### config.mk
export PLATFORM = sky130hd
export DESIGN_NAME = codec_ctl_init
export DESIGN_NICKNAME = d
export VERILOG_FILES = /design/src/rtl/codec_ctl_pkg.sv /design/src/rtl/codec_frame_pack.sv /design/src/rtl/codec_ctl_timer.sv /design/src/rtl/codec_ctl_shifter.sv /design/src/rtl/codec_ctl_init.sv
export SDC_FILE = /design/constraint.sdc
export NUM_CORES = 1
export LEC_CHECK = 0
export BUFFER_PORTS_ARGS = -buffer_cell sky130_fd_sc_hd__buf_2
export CAP_MARGIN = 20
export CORE_MARGIN = 1.5
export CORE_UTILIZATION = 30
export DETAILED_ROUTE_END_ITERATION = 10
export GPL_ROUTABILITY_DRIVEN = 0
export PLACE_DENSITY = 0.52
export SYNTH_ARGS = -nofsm -noshare
export SYNTH_HDL_FRONTEND = slang
export SYNTH_HIERARCHICAL = 1
export SYNTH_SLANG_ARGS = --single-unit
### constraint.sdc
create_clock -name clk -period 2.65 [get_ports clk]
set_clock_uncertainty 0.15 [all_clocks]
set_input_delay 0.3975 -clock clk [delete_from_list [all_inputs] [get_ports clk]]
set_output_delay 0.3975 -clock clk [all_outputs]
set_load 0.05 [all_outputs]
### src/rtl/codec_ctl_pkg.sv
package codec_ctl_pkg;

  typedef enum logic [1:0] {
    ST_HOLD,
    ST_FRAME,
    ST_GAP,
    ST_IDLE
  } seq_state_t;

  // Field order matches the on-wire order below bit 31.
  typedef struct packed {
    logic       irq_mask;
    logic       aux_out;
    logic [4:0] atten_l;
    logic [4:0] atten_r;
    logic       mute;
    logic       src_l;
    logic       src_r;
    logic [3:0] gain_l;
    logic [3:0] gain_r;
  } codec_cfg_t;

  localparam int unsigned CFG_W = $bits(codec_cfg_t);

endpackage

### src/rtl/codec_frame_pack.sv
module codec_frame_pack
  import codec_ctl_pkg::*;
#(
  parameter int unsigned FRAME_W = 32
) (
  input  codec_cfg_t           cfg_i,
  output logic [FRAME_W-1:0]   word_o
);

  localparam int unsigned PAD_W = FRAME_W - 1 - CFG_W;

  // Leading zero bit, settings, zero padding down to bit 0.
  assign word_o = {1'b0, cfg_i, {PAD_W{1'b0}}};

endmodule

### src/rtl/codec_ctl_timer.sv
module codec_ctl_timer #(
  parameter int unsigned W       = 8,
  parameter logic [W-1:0] RST_VAL = '0
) (
  input  logic         clk,
  input  logic         rst_n,
  input  logic         load_i,
  input  logic [W-1:0] load_val_i,
  output logic         zero_o
);

  logic [W-1:0] cnt_q, cnt_d;

  always_comb begin
    cnt_d = cnt_q;
    if (load_i) begin
      cnt_d = load_val_i;
    end else if (cnt_q != '0) begin
      cnt_d = cnt_q - 1'b1;
    end
  end

  always_ff @(posedge clk or negedge rst_n) begin
    if (!rst_n) begin
      cnt_q <= RST_VAL;
    end else begin
      cnt_q <= cnt_d;
    end
  end

  assign zero_o = (cnt_q == '0);

endmodule

### src/rtl/codec_ctl_shifter.sv
module codec_ctl_shifter #(
  parameter int unsigned FRAME_W = 32
) (
  input  logic               clk,
  input  logic               rst_n,
  input  logic               load_i,
  input  logic               shift_i,
  input  logic [FRAME_W-1:0] word_i,
  output logic               msb_o,
  output logic               last_o
);

  localparam int unsigned CNT_W = $clog2(FRAME_W);
  localparam logic [CNT_W-1:0] LAST_IDX = CNT_W'(FRAME_W - 1);

  logic [FRAME_W-1:0] sh_q, sh_d;
  logic [CNT_W-1:0]   idx_q, idx_d;

  always_comb begin
    sh_d  = sh_q;
    idx_d = idx_q;
    if (load_i) begin
      sh_d  = word_i;
      idx_d = '0;
    end else if (shift_i) begin
      sh_d  = {sh_q[FRAME_W-2:0], 1'b0};
      idx_d = idx_q + 1'b1;
    end
  end

  always_ff @(posedge clk or negedge rst_n) begin
    if (!rst_n) begin
      sh_q  <= '0;
      idx_q <= '0;
    end else begin
      sh_q  <= sh_d;
      idx_q <= idx_d;
    end
  end

  assign msb_o  = sh_q[FRAME_W-1];
  assign last_o = (idx_q == LAST_IDX);

endmodule

### src/rtl/codec_ctl_init.sv
module codec_ctl_init
  import codec_ctl_pkg::*;
#(
  parameter int unsigned RST_HOLD_CYC  = 10_000_000,
  parameter int unsigned CCLK_HALF_CYC = 16,
  parameter int unsigned FRAME_W       = 32
) (
  input  logic       clk,
  input  logic       rst_n,
  input  logic       start_i,
  input  logic       irq_mask_i,
  input  logic       aux_out_i,
  input  logic [4:0] atten_l_i,
  input  logic [4:0] atten_r_i,
  input  logic       mute_i,
  input  logic       src_l_i,
  input  logic       src_r_i,
  input  logic [3:0] gain_l_i,
  input  logic [3:0] gain_r_i,
  output logic       codec_rst_n_o,
  output logic       cs_n_o,
  output logic       cclk_o,
  output logic       cdata_o,
  output logic       busy_o,
  output logic       done_o
);

  localparam int unsigned GAP_CYC = 2 * CCLK_HALF_CYC;
  localparam int unsigned TMR_MAX = (RST_HOLD_CYC > GAP_CYC) ? RST_HOLD_CYC : GAP_CYC;
  localparam int unsigned TMR_W   = $clog2(TMR_MAX + 1);
  localparam logic [TMR_W-1:0] HOLD_LD = TMR_W'(RST_HOLD_CYC - 1);
  localparam logic [TMR_W-1:0] HALF_LD = TMR_W'(CCLK_HALF_CYC - 1);
  localparam logic [TMR_W-1:0] GAP_LD  = TMR_W'(GAP_CYC - 1);

  seq_state_t state_q, state_d;
  logic       phase_hi_q, phase_hi_d;
  logic       dummy_q, dummy_d;
  logic       done_q, done_d;

  logic             tmr_load, tmr_zero;
  logic [TMR_W-1:0] tmr_val;
  logic             sh_load, sh_shift, sh_msb, sh_last;

  codec_cfg_t         cfg;
  logic [FRAME_W-1:0] frame_word;

  assign cfg = '{irq_mask: irq_mask_i, aux_out: aux_out_i,
                 atten_l: atten_l_i, atten_r: atten_r_i,
                 mute: mute_i, src_l: src_l_i, src_r: src_r_i,
                 gain_l: gain_l_i, gain_r: gain_r_i};

  codec_frame_pack #(.FRAME_W(FRAME_W)) pack_i (
    .cfg_i  (cfg),
    .word_o (frame_word)
  );

  codec_ctl_timer #(.W(TMR_W), .RST_VAL(HOLD_LD)) tmr_i (
    .clk        (clk),
    .rst_n      (rst_n),
    .load_i     (tmr_load),
    .load_val_i (tmr_val),
    .zero_o     (tmr_zero)
  );

  codec_ctl_shifter #(.FRAME_W(FRAME_W)) shift_i (
    .clk     (clk),
    .rst_n   (rst_n),
    .load_i  (sh_load),
    .shift_i (sh_shift),
    .word_i  (frame_word),
    .msb_o   (sh_msb),
    .last_o  (sh_last)
  );

  // Next-state logic
  always_comb begin
    state_d    = state_q;
    phase_hi_d = phase_hi_q;
    dummy_d    = dummy_q;
    done_d     = done_q;
    tmr_load   = 1'b0;
    tmr_val    = '0;
    sh_load    = 1'b0;
    sh_shift   = 1'b0;
    unique case (state_q)
      ST_HOLD: begin
        if (tmr_zero) begin
          state_d    = ST_FRAME;
          dummy_d    = 1'b1;
          phase_hi_d = 1'b1;
          tmr_load   = 1'b1;
          tmr_val    = HALF_LD;
          sh_load    = 1'b1;
        end
      end
      ST_FRAME: begin
        if (tmr_zero) begin
          if (phase_hi_q) begin
            phase_hi_d = 1'b0;
            tmr_load   = 1'b1;
            tmr_val    = HALF_LD;
          end else if (sh_last) begin
            if (dummy_q) begin
              state_d  = ST_GAP;
              tmr_load = 1'b1;
              tmr_val  = GAP_LD;
            end else begin
              state_d  = ST_IDLE;
              done_d   = 1'b1;
            end
          end else begin
            sh_shift   = 1'b1;
            phase_hi_d = 1'b1;
            tmr_load   = 1'b1;
            tmr_val    = HALF_LD;
          end
        end
      end
      ST_GAP: begin
        if (tmr_zero) begin
          state_d    = ST_FRAME;
          dummy_d    = 1'b0;
          phase_hi_d = 1'b1;
          tmr_load   = 1'b1;
          tmr_val    = HALF_LD;
          sh_load    = 1'b1;
        end
      end
      ST_IDLE: begin
        if (start_i) begin
          state_d    = ST_FRAME;
          dummy_d    = 1'b0;
          done_d     = 1'b0;
          phase_hi_d = 1'b1;
          tmr_load   = 1'b1;
          tmr_val    = HALF_LD;
          sh_load    = 1'b1;
        end
      end
      default: state_d = ST_HOLD;
    endcase
  end

  // State registers
  always_ff @(posedge clk or negedge rst_n) begin
    if (!rst_n) begin
      state_q    <= ST_HOLD;
      phase_hi_q <= 1'b0;
      dummy_q    <= 1'b1;
      done_q     <= 1'b0;
    end else begin
      state_q    <= state_d;
      phase_hi_q <= phase_hi_d;
      dummy_q    <= dummy_d;
      done_q     <= done_d;
    end
  end

  assign codec_rst_n_o = (state_q != ST_HOLD);
  assign cs_n_o        = (state_q == ST_GAP) || (state_q == ST_IDLE);
  assign cclk_o        = (state_q == ST_FRAME) && phase_hi_q;
  assign cdata_o       = sh_msb;
  assign busy_o        = (state_q != ST_IDLE);
  assign done_o        = done_q;

endmodule

==> impl_metrics.ini <==
[min_path]
hp-class = in2reg

[global_routing]
grt_overflow = 0
grt_max_degree = 45
first_global_vias = 2609
antenna_found_initial = 0
grt_pass1_wl_mm = 12.4
track_usage_pct = 11.8

[drt]
vias_per_cell = 4.44
final_antenna_net_count = 0
via_count = 2647
drc_errors = 0
drtPass1Iterations = 4
drtIter0Drc = 124
wirelength_mm = 7.06
wl_per_cell_um = 11.8

[layout]
fillers = 1269
regArea_sq_um = 1670
area_delta_synth_final_pct = 17.0
fin_nets = 454
multiInputGateArea_sq_um = 1850
diodes = 0
layout-drive-gt1-share_pct = 25.0

[clock_tree]
cts_resized = 0
cts_root_buf = clkbuf_16
hold_buffers = 1
clk_latency_ns = 0.33
cts_tree = built
cts_made_buffers = 9
cts_setup_buffers = 0
cts_max_level = 3
cts_sinks = 66
clockBufferDepth = 2
path_clk_slew_ns = 0.05

[setup_path]
path_class = reg2reg
cp-start-kind = register
required_ns = 2.70
r2r-start = tmr_i/cnt_q[1]$_DFFE_PN1P_
reg2reg_setup_slack_ns = 0.25
crit_path_end = tmr_i/cnt_q[14]$_DFFE_PN0P_
critPathCaptureType = register
worstPathMaxFanout = 31
cp.arrival_ns = 2.45
crit_path_start = tmr_i/cnt_q[1]$_DFFE_PN1P_
r2r-end = tmr_i/cnt_q[14]$_DFFE_PN0P_
reg2regPathDepth = 10

[synthesis]
syn_inst = 386
synthTopCellsByArea = dfrtp_1 (34%), dfstp_2 (10%), mux2i_1 (8.7%)
ys_warn_count = 6
synth_area_leader_cell = dfrtp_1
synth-edff-count = 0
async_flop_share_pct = 100
synth_top_area_share_pct = 33.6
seq_area_frac_synth_pct = 43.9
syn_area_sq_um = 3800
yosysMostFrequentCell = nand2_1
synth_common_cells = nand2_1 (54), dfrtp_1 (51), buf_4 (34), o21ai_1 (34), mux2i_1 (33)
synth_cell_types = 64
syn_avg_cell_area_sq_um = 9.85
synth_top_flop_cell = dfrtp_1
ys_seq_elements = 66

[place]
place_hpwl_mm = 4.93
port_buffers = 31

[status]
status = complete, no violations

[sta]
relSlewSlack_pct = 62.8
tns_ns = 0
setup-violations-final = 0
hold_viol_final = 0
rsz0062_at_grt = false
worst_slew_pin_slew_ns = 0.559
finalCritPeriodShare_pct = 90.5
fin_crit_ns = 2.40
finalMaxSlewViolations = 0
fmax_mhz = 417

[power]
leakage_nw = 1.79
total_power_mw = 2.41
powerDensity_nw_per_um2 = 542
power_frac_clock_pct = 48.4
power.switching_mw = 0.536
p_comb_share_pct = 5.5
peakVddDrop_uv = 342
p_seq_share_pct = 46.1
internal_power_mw = 1.88
netSwitchingFraction_pct = 22.2

[floorplan]
chipWidth_um = 116
coreArea_sq_um = 12200
start_util_pct = 31.1
die-area_sq_um = 13400
row_count = 40
ioPinCount = 32
die_y_um = 116

[run]
maxCapViolCount = 0
-- layer usage --
metal  vias up  track usage, %  routed length [um]
met3         6            3.45                 244
met2        50            18.7                3310
met1      1215            15.5                3460
li1       1376               -                   -
met4         0            3.70                  46
met5         -               0                   0
-- critical path: stages (launching register included) --
cell and delay [ns]:
dfstp_2 0.53, inv_1 0.07, ha_1 0.18, and2b_2 0.20, nand4_2 0.11, nor2_4 0.05
buf_4 0.15, nand2b_2 0.10, nand3_1 0.12, buf_4 0.25, o311ai_0 0.36
-- worst min path at each step --
stage                       startpoint                      endpoint  cells past startpoint  slack [ns]
final                     atten_r_i[0]  shift_i/sh_q[19]$_DFFE_PN0P_                      3        0.13
after global routing      atten_l_i[0]  shift_i/sh_q[24]$_DFFE_PN0P_                      3        0.12
after CTS                  gain_l_i[2]  shift_i/sh_q[14]$_DFFE_PN0P_                      3        0.12
after detailed placement         rst_n    tmr_i/cnt_q[7]$_DFFE_PN0P_                      1        0.28
after global placement           rst_n    tmr_i/cnt_q[7]$_DFFE_PN0P_                      1        0.28
after floorplan                  rst_n            done_o$_DFFE_PN0P_                      0       -0.05
-- layout by cell type (no fill, tap or decap), drive strengths merged, types with 10 or more instances in the layout --
cell type,instances
buf,53
nor2,19
dfrtp,51
dfstp,15
clkbuf,10
o21ai,49
xor2,11
mux2i,33
conb,28
nand2,54
-- power by group through the flow --
stage,sequential [mW],combinational [mW],clock (mW)
after floorplan,1.12,0.105,0
after global placement,1.13,0.131,0
after detailed placement,1.13,0.134,0
after CTS,1.11,0.136,1.21
after global routing,1.12,0.154,1.26
final,1.11,0.133,1.17
-- metrics by stage --
| stage | cells | cell area [sq um] | util [%] | hold slack, ns | setup WS [ns] |
|---|---|---|---|---|---|
| global placement | 580 | 4150 | 34.0 | 0.277 | 0.234 |
| CTS | 596 | 4450 | 36.5 | 0.116 | 0.229 |
| global route | 596 | 4450 | 36.5 | 0.124 | 0.0364 |
| finish | 596 | 4450 | 36.5 | 0.129 | 0.252 |
| floorplan | 412 | 3910 | - | -0.0481 | 0.0253 |
| detailed placement | 580 | 4150 | 34.0 | 0.279 | 0.247 |
-- cell families after synthesis --
| group | Yosys count | synth area share (%) |
|---|---|---|
| adders and majority gates | 4 | 1.32 |
| muxes | 37 | 9.87 |
| DFF | 66 | 43.9 |
| buffers and inverters | 58 | 10.3 |
| and+or+nand+nor | 117 | 16.3 |
| xor gates and xnor gates | 17 | 3.91 |
| AOI/OAI and AO/OA | 85 | 14.2 |
| other | 2 | 0.197 |
-- flip-flops by register name, indices dropped and copies added, names as in the netlist --
| name | cells |
|---|---|
| shift_i/sh_q | 32 |
| dummy_q | 1 |
| shift_i/idx_q | 5 |
| tmr_i/cnt_q | 24 |
| phase_hi_q | 1 |
| done_o | 1 |
| state_q | 2 |
-- final cells by class --
| type | instances | area share [%] |
|---|---|---|
| Tap cell | 168 | 4.72 |
| Timing Repair Buffer | 54 | 9.11 |
| Clock buffer | 10 | 5.37 |
| Sequential cell | 66 | 37.5 |
| Clock inverter | 5 | 1.24 |
| Inverter | 5 | 0.422 |
| Multi-Input combinational cell | 288 | 41.6 |
Power figures use the tool's default switching activity.
